**config.mk**
```make
export PLATFORM = sky130hd
export DESIGN_NAME = shift_rot_unit
export DESIGN_NICKNAME = d
export VERILOG_FILES = /design/src/rtl/shift_rot_pkg.sv /design/src/rtl/shift_rot_ctrl.sv /design/src/rtl/shift_rot_datapath.sv /design/src/rtl/shift_rot_unit.sv
export SDC_FILE = /design/constraint.sdc
export NUM_CORES = 1
export LEC_CHECK = 0
export ABC_AREA = 1
export BUFFER_PORTS_ARGS = -buffer_cell sky130_fd_sc_hd__buf_2
export CELL_PAD_IN_SITES_DETAIL_PLACEMENT = 0
export CELL_PAD_IN_SITES_GLOBAL_PLACEMENT = 2
export CORE_UTILIZATION = 22
export CTS_CLUSTER_DIAMETER = 120
export DETAILED_ROUTE_END_ITERATION = 8
export PLACE_DENSITY = 0.95
export SLEW_MARGIN = 20
export SYNTH_ARGS = -nofsm -noshare
export SYNTH_HDL_FRONTEND = slang
export SYNTH_SLANG_ARGS = --single-unit
```
**constraint.sdc**
```tcl
create_clock -name clk -period 2.2 [get_ports clk]
set_clock_uncertainty 0.05 [all_clocks]
set_input_delay 0.11 -clock clk [delete_from_list [all_inputs] [get_ports clk]]
set_output_delay 0.11 -clock clk [all_outputs]
set_load 0.02 [all_outputs]
```
**src/rtl/shift_rot_pkg.sv**
```systemverilog
package shift_rot_pkg;
  typedef enum logic [1:0] {
    OP_SHL = 2'd0,
    OP_SHR = 2'd1,
    OP_SRA = 2'd2,
    OP_ROR = 2'd3
  } shiftKind_e;

  typedef struct packed {
    shiftKind_e kind;
    logic       useReg;
    logic       invalid;
  } shiftCtl_t;
endpackage

```
**src/rtl/shift_rot_ctrl.sv**
```systemverilog
module shift_rot_ctrl
  import shift_rot_pkg::*;
(
  input  logic       clk,
  input  logic       rst_n,
  input  logic [5:0] funct,
  input  logic       immRotSel,
  input  logic       regRotSel,
  output shiftCtl_t  ctl
);
  always_comb begin
    ctl.kind    = OP_SHL;
    ctl.useReg  = 1'b0;
    ctl.invalid = 1'b0;
    unique case (funct)
      6'd0: ctl.kind = OP_SHL;
      6'd2: ctl.kind = immRotSel ? OP_ROR : OP_SHR;
      6'd3: ctl.kind = OP_SRA;
      6'd4: begin ctl.kind = OP_SHL; ctl.useReg = 1'b1; end
      6'd6: begin ctl.kind = regRotSel ? OP_ROR : OP_SHR; ctl.useReg = 1'b1; end
      6'd7: begin ctl.kind = OP_SRA; ctl.useReg = 1'b1; end
      default: ctl.invalid = 1'b1;
    endcase
  end


  reg_rot_sel_chk: assert property (@(posedge clk) disable iff (!rst_n)
    (funct == 6'd6 && !regRotSel) |-> (ctl.kind == OP_SHR && ctl.useReg));


  code_valid_chk: assert property (@(posedge clk) disable iff (!rst_n)
    (funct[5:3] != 3'd0) |-> ctl.invalid);
endmodule

```
**src/rtl/shift_rot_datapath.sv**
```systemverilog
module shift_rot_datapath
  import shift_rot_pkg::*;
#(
  parameter int WIDTH = 32,
  localparam int AMT_W = $clog2(WIDTH)
) (
  input  logic             clk,
  input  logic             rst_n,
  input  shiftCtl_t        ctl,
  input  logic [AMT_W-1:0] immAmt,
  input  logic [AMT_W-1:0] regAmt,
  input  logic [WIDTH-1:0] value,
  output logic [WIDTH-1:0] result
);
  logic [AMT_W-1:0] amt;
  logic [WIDTH-1:0] revIn;
  logic [WIDTH-1:0] revOut;
  logic [WIDTH-1:0] stageIn;
  logic             fillBit;
  logic             isLeft;
  logic             isRot;
  logic [WIDTH-1:0] stg [AMT_W+1];

  assign amt     = ctl.useReg ? regAmt : immAmt;
  assign isLeft  = (ctl.kind == OP_SHL);
  assign isRot   = (ctl.kind == OP_ROR);
  assign fillBit = (ctl.kind == OP_SRA) ? value[WIDTH-1] : 1'b0;

  // left shift reuses the right-shift network on a bit-reversed word
  for (genvar b = 0; b < WIDTH; b++) begin : g_rev
    assign revIn[b]  = value[WIDTH-1-b];
    assign revOut[b] = stg[AMT_W][WIDTH-1-b];
  end

  assign stageIn = isLeft ? revIn : value;
  assign stg[0]  = stageIn;

  for (genvar s = 0; s < AMT_W; s++) begin : g_stage
    localparam int STEP = 1 << s;
    logic [STEP-1:0] topBits;
    assign topBits = isRot ? stg[s][STEP-1:0] : {STEP{fillBit}};
    assign stg[s+1] = amt[s] ? {topBits, stg[s][WIDTH-1:STEP]} : stg[s];
  end

  always_comb begin
    if (ctl.invalid)   result = '0;
    else if (isLeft)   result = revOut;
    else               result = stg[AMT_W];
  end


  zero_amt_chk: assert property (@(posedge clk) disable iff (!rst_n)
    (!ctl.invalid && amt == '0) |-> (result == value));


  rot_bits_chk: assert property (@(posedge clk) disable iff (!rst_n)
    (!ctl.invalid && isRot) |-> ($countones(result) == $countones(value)));


  sra_sign_chk: assert property (@(posedge clk) disable iff (!rst_n)
    (!ctl.invalid && ctl.kind == OP_SRA) |-> (result[WIDTH-1] == value[WIDTH-1]));


  shl_fill_chk: assert property (@(posedge clk) disable iff (!rst_n)
    (!ctl.invalid && isLeft && amt != '0) |-> (result[0] == 1'b0));


  shr_fill_chk: assert property (@(posedge clk) disable iff (!rst_n)
    (!ctl.invalid && ctl.kind == OP_SHR && amt != '0) |-> (result[WIDTH-1] == 1'b0));
endmodule

```
**src/rtl/shift_rot_unit.sv**
```systemverilog
module shift_rot_unit
  import shift_rot_pkg::*;
#(
  parameter int WIDTH = 32,
  localparam int AMT_W = $clog2(WIDTH)
) (
  input  logic             clk,
  input  logic             rst_n,
  input  logic             inValid,
  input  logic [31:0]      instr,
  input  logic [WIDTH-1:0] srcAmt,
  input  logic [WIDTH-1:0] srcVal,
  output logic [WIDTH-1:0] result,
  output logic             invalidOp,
  output logic             outValid
);
  shiftCtl_t ctl;
  logic      unusedBits;

  assign unusedBits = ^{instr[31:22], instr[20:11], srcAmt[WIDTH-1:AMT_W]};

  shift_rot_ctrl u_ctrl (
    .clk       (clk),
    .rst_n     (rst_n),
    .funct     (instr[5:0]),
    .immRotSel (instr[21]),
    .regRotSel (instr[6]),
    .ctl       (ctl)
  );

  shift_rot_datapath #(.WIDTH(WIDTH)) u_dp (
    .clk    (clk),
    .rst_n  (rst_n),
    .ctl    (ctl),
    .immAmt (instr[6 +: AMT_W]),
    .regAmt (srcAmt[AMT_W-1:0]),
    .value  (srcVal),
    .result (result)
  );

  assign invalidOp = ctl.invalid;

  always_ff @(posedge clk) begin
    if (!rst_n) outValid <= 1'b0;
    else        outValid <= inValid;
  end


  valid_delay_chk: assert property (@(posedge clk) disable iff (!rst_n)
    inValid |=> outValid);


  invalid_zero_chk: assert property (@(posedge clk) disable iff (!rst_n)
    invalidOp |-> (result == '0));
endmodule

```
==> flow_metrics.py, run 1 <==
metrics = {
    "synthesis": {
        "synthArstFlopShare": 0,
        "ys_seq_area_frac": 0.00584,
        "yosysUniqueCellTypes": 26,
        "yosys_register_bits": 1,
        "yosys.area.top_type": "nand2_1",
        "ys_warn_count": 0,
        "avgSynthCellArea_sq_um": 4.44,
        "syn_nets": 870,
        "synth_cells": 771,
        "synth_area_leaders": "nand2_1 42%, nand3_1 33%, inv_1 3.8%, o21ai_1 3.5%, buf_2 3.4%",
        "synth-edff-count": 0,
        "synth.cell_area_sq_um": 3430,
        "yosysMostFrequentCell": "nand2_1",
        "synth_common_cells": "386 x nand2_1, 224 x nand3_1, 35 x inv_1, 24 x o21ai_1, 23 x buf_2",
        "synth_top_area_frac": 0.423,
        "ys.flop_type": "dfxtp_1",
    },
    "route": {
        "ant_nets": 0,
        "drtPass1Iterations": 5,
        "routed_wl_um": 16600,
        "vias_per_cell": 5.16,
        "wl_per_cell_um": 15.5,
        "drc_errors": 0,
        "via_count": 5520,
        "drtIter0Drc": 392,
    },
    "status": {
        "failed_checks": "setup timing",
        "status": "finished with violations",
    },
    "place": {
        "place_area_sq_um": 4390,
        "pre_cts_ws_ns": -0.163,
        "dp.cells": 1049,
        "io_buffers": 85,
        "gp_congestion": 0.954,
        "dpl.hpwl_um": 12000,
    },
    "timing": {
        "setup_ws_ns": -0.178,
        "post-route-min-period_ns": 2.38,
        "finalCritPeriodShare": 1.08,
        "slew_viol_final": 0,
        "rsz0062_at_grt": "yes",
        "hold_viol": 0,
        "tightest_slew_ns": 0.548,
        "max_freq_mhz": 420,
        "maxSlewHeadroom": 0.632,
        "setup_viol": 32,
    },
    "die": {
        "rows": 45,
        "ioPinCount": 133,
        "die_w_um": 127,
        "coreArea_sq_um": 15200,
        "fp.dieH_um": 127,
        "initial_core_util": 0.225,
        "dieArea_sq_um": 16100,
    },
    "worst_setup_path": {
        "cp-end-kind": "primary output",
        "crit_path_frequent_cell": "nand2_1",
        "slowest_stage": "o21ai_4",
        "crit_family": "simple AND/OR/NAND/NOR gates",
        "worstPathMaxFanout": 7,
        "required_ns": 2.04,
        "crit_buf_inv": 6,
        "cp_slowest_stage_delay_ns": 0.26,
        "critPathArrivalTime_ns": 2.22,
        "crit_start": "instr[1]",
        "worstPathCellList": "buf_2 > buf_12 > o21ai_4 > o21ai_1 > nand2_2 > clkinv_4 > buf_12 > buf_4 > nand2_2 > nand2_1 > nand2_2 > nand3_2 > nand2_1 > nand2_1 > nand2_1 > nand2_1 > nand2_1 > nand2_1 > buf_2",
        "crit_type": "in2out",
        "cp-start-kind": "input port",
    },
    "grt": {
        "grt_max_degree": 34,
        "grt_pass1_wl_um": 24200,
        "grt_use_total": 0.185,
        "overflow": 0,
        "grt_pass1_vias": 4933,
        "antenna_found_initial": 0,
    },
    "finish": {
        "seq_area_sq_um": 20.0,
        "num_antenna_cells": 0,
        "nets": 982,
        "stdcell_count": 1069,
        "utilization": 0.373,
        "syn2layout_area_growth_pct": 65.4,
        "fillCellCount": 1707,
        "multiInputGateArea_sq_um": 3790,
        "drive_above_1_share": 0.395,
        "largest_register": "outValid",
        "largest_reg_flops": 1,
        "stdcell_area_sq_um": 5670,
        "largestRegisters": "outValid: 1 flops",
    },
    "hold_path": {
        "hold_path.class": "in2reg",
        "hold-path-endpoint": "outValid$_SDFF_PN0_",
        "hold-path-cell-count": 3,
        "holdCritStartpoint": "inValid",
    },
    "pwr": {
        "ir_drop_mv": 0.114,
        "total_power_w": 0.00135,
        "powerDensity_nw_per_um2": 238,
        "p_leak_nw": 3.00,
    },
    "clock_network": {
        "clkTransAtPathRegs_ns": 0,
    },
    "run": {
        "maxCapViolations": 0,
    },
}
metal layers:
metal	track usage	part of all wire	up-vias
li1	-	-	2739
met1	0.213	0.39	2497
met2	0.348	0.50	225
met3	0.0173	0.063	59
met4	0.0721	0.047	0
met5	0	0	-
tightest hold or removal path: cells and delay by family:
family                 cells  cell delay, ns
buffers and inverters      2            0.11
and+or+nand+nor            1            0.04
what timing repair did:
action	in CTS	in global routing
cloned	2	12
hold buffers	0	0
pin swaps	2	11
buffers inserted	2	4
setup endpoints to repair	32	32
resized for setup	72	163
final cells by class:
class | count | share of cell area
Timing Repair Buffer | 156 | 0.257
Multi-Input combinational cell | 680 | 0.668
Inverter | 44 | 0.0300
Sequential cell | 1 | 0.00353
Tap cell | 188 | 0.0415
kinds of logic (layout without fill, tap and decap cells):
| group | count (synthesis) | in the layout | synth area share |
|---|---|---|---|
| flops | 1 | 1 | 0.00584 |
| buf+inv | 90 | 200 | 0.122 |
| compound gates | 32 | 32 | 0.0537 |
| simple gates | 648 | 648 | 0.818 |
worst max-delay path by stage:
stage | end | slack, ns | depth (start not counted)
after floorplan | result[26] | 0.24 | 16
after global routing | result[31] | -0.31 | 19
after global placement | result[24] | -0.14 | 18
after detailed placement | result[16] | -0.16 | 18
final | result[31] | -0.18 | 19
after CTS | result[22] | -0.08 | 18
placed cells by master, fill, tap and decap left out, drive strengths merged:
cell and count:
nand3b 3, nand4 2, nand3 227, and2 1, dfxtp 1, o21ai 30, nor2 24, clkinv 3
nand2 390, buf 147, inv 41, nor4 1, clkbuf 9, o21bai 1, o211ai 1
through the flow:
stage                     TNS (ns)  hold slack, ns
after floorplan                  0           0.153
after global placement       -2.41           0.242
after detailed placement     -3.37           0.245
after CTS                    -1.03           0.246
after global routing         -7.64           0.266
final                        -2.96           0.242
power breakdown:
group	internal, W	leakage [nW]	switching, W
combinational	0.000511	2.99	0.000822
sequential	0.0000195	0.00834	0.000000144
clock	0	0	0
total	0.000530	3.00	0.000822
Power figures use the tool's default switching activity.
==> run 2, diff against run 1 <==
--- a/config.mk
+++ b/config.mk
@@ -18,2 +18,3 @@
 export SYNTH_HDL_FRONTEND = slang
 export SYNTH_SLANG_ARGS = --single-unit
+export TNS_END_PERCENT = 10
==> constraint.sdc (replaced) <==
create_clock -name clk -period 2.2 [get_ports clk]
set_clock_uncertainty 0.05 [all_clocks]
set_input_delay 0.44 -clock clk [delete_from_list [all_inputs] [get_ports clk]]
set_output_delay 0.44 -clock clk [all_outputs]
set_load 0.02 [all_outputs]
==> run 2 against run 1 <==
Effect of this change: the run still ends with setup timing left; setup slack worse by 0.65 ns; global-route usage is 0.15 points lower; first-iteration DRC count is 27% higher; highest routed layer unchanged.
==> flow_metrics.py, run 2 (same netlist as run 1, synthesis figures left out) <==
metrics = {
    "status": {
        "status": "finished with violations",
        "failed_checks": "setup timing",
    },
    "worst_setup_path": {
        "crit_type": "in2out",
        "crit_path_frequent_cell": "nand2_1",
        "worstPathMaxFanout": 5,
        "critPathArrivalTime_ns": 2.54,
        "worstPathCellList": "buf_2 > nor2_8 > nand3_2 > nand2_4 > buf_4 > buf_4 > nand2_1 > buf_4 > nand3_1 > nand3_2 > nand2_1 > nand2_1 > nand3_1 > nand3_1 > nand2_2 > nand2_1 > nand2_1 > nor2_4 > buf_4",
        "crit_start": "instr[5]",
        "required_ns": 1.71,
        "cp_slowest_stage_delay_ns": 0.16,
        "slowest_stage": "nand2_4",
        "cp-end-kind": "primary output",
        "cp-start-kind": "input port",
    },
    "place": {
        "gp_congestion": 0.962,
        "dpl.hpwl_um": 12200,
        "io_buffers": 85,
    },
    "grt": {
        "antenna_found_initial": 0,
        "grt_pass1_wl_um": 24000,
        "grt_pass1_vias": 4924,
        "grt_max_degree": 33,
        "overflow": 0,
        "grt_use_total": 0.183,
    },
    "finish": {
        "final_common_cell": "nand2_1",
        "largest_reg_flops": 1,
        "largestRegisters": "outValid: 1 flops",
        "largest_register": "outValid",
        "syn2layout_area_growth_pct": 49.2,
        "num_antenna_cells": 0,
        "utilization": 0.336,
        "final_cell_mix": "354 x nand2_1, 189 x nand3_1, 65 x buf_4",
        "nets": 975,
        "drive_above_1_share": 0.307,
    },
    "timing": {
        "post-route-min-period_ns": 3.03,
        "maxSlewHeadroom": 0.770,
        "tightest_slew_ns": 0.343,
        "setup_tns_ns": -24.08,
        "rsz0062_at_grt": "yes",
        "setup_ws_ns": -0.826,
        "max_freq_mhz": 331,
        "setup_viol": 33,
        "hold_viol": 0,
        "finalCritPeriodShare": 1.38,
        "slew_viol_final": 0,
    },
    "route": {
        "routed_wl_um": 15300,
        "wl_per_cell_um": 14.4,
        "drtIter0Drc": 498,
        "drc_errors": 0,
        "ant_nets": 0,
        "vias_per_cell": 5.05,
        "drtPass1Iterations": 5,
        "via_count": 5361,
    },
    "die": {
        "coreArea_sq_um": 15200,
        "dieArea_sq_um": 16100,
        "fp.dieH_um": 127,
        "ioPinCount": 133,
        "die_w_um": 127,
        "initial_core_util": 0.225,
        "rows": 45,
    },
    "pwr": {
        "p_leak_nw": 2.79,
        "powerDensity_nw_per_um2": 235,
        "ir_drop_mv": 0.0811,
    },
    "hold_path": {
        "hold-path-endpoint": "outValid$_SDFF_PN0_",
        "hold-path-cell-count": 3,
        "holdCritStartpoint": "inValid",
        "hold_path.class": "in2reg",
    },
    "clock_network": {
        "clkTransAtPathRegs_ns": 0,
    },
    "run": {
        "maxCapViolations": 0,
    },
}
## run 2: changes by cell type in the layout (fill, tap and decap cells not counted), moves of 3 or more
cell / previous run / this run
nand3_4: 10 / 1
nor2_2: 1 / 8
buf_12: 15 / 11
nand3_2: 85 / 37
o21ai_4: 2 / 5
nor2_4: 1 / 7
buf_2: 58 / 61
buf_4: 57 / 65
nor2_1: 20 / 7
buf_6: 13 / 6
nand2_2: 63 / 31
nand2_1: 323 / 354
clkbuf_16: 8 / 4
nand3_1: 132 / 189
## run 2: how the worst max path moves through the flow
stage	to	slack (ns)
after floorplan	result[24]	-0.28
after global placement	result[16]	-0.83
after detailed placement	result[16]	-0.81
after CTS	result[18]	-0.74
after global routing	result[22]	-0.97
final	result[22]	-0.83
## run 2: critical path: cells and delay by family
family / cells / cell delay, ns
and+or+nand+nor: 14 / 1.46
buffers and inverters: 5 / 0.64
## run 2: layer usage
metal  GRT usage  vias up  part of all wire
met2       0.343      200              0.50
met1       0.218     2402              0.41
li1            -     2719                 -
met4      0.0700        0             0.038
met3     0.00928       40             0.052
met5           0        -                 0
## run 2: where the power goes
| group | switching (W) | total, W | internal (W) |
|---|---|---|---|
| Clock | 0 | 0 | 0 |
| Combinational | 0.000739 | 0.00118 | 0.000441 |
| Sequential | 0.000000143 | 0.0000196 | 0.0000195 |
## run 2: what timing repair did
| action | in CTS | in global routing |
|---|---|---|
| gates cloned | 1 | 5 |
| resized for setup | 68 | 52 |
| setup endpoints to repair | 33 | 33 |
| hold buffers | 0 | 0 |
| buffers inserted | 2 | 2 |
| pin swaps | 4 | 4 |
## run 2: metrics by stage
step                      total power [W]  instance area (sq um)  std cells  hold slack (ns)  worst slack [ns]
after floorplan                  0.000703                   3570        771            0.483            -0.280
after global placement            0.00105                   4490       1052            0.571            -0.833
after detailed placement          0.00105                   4490       1052            0.573            -0.812
after CTS                         0.00111                   4760       1055            0.574            -0.742
after global routing              0.00132                   5110       1062            0.581            -0.965
final                             0.00120                   5110       1062            0.572            -0.826
## run 2: area by class of cell
class	count	area, sq um
fill	1753	10100
inverter	44	170
multi-input combinational	681	3480
sequential	1	20.0
tap	188	235
timing repair buffer	148	1210
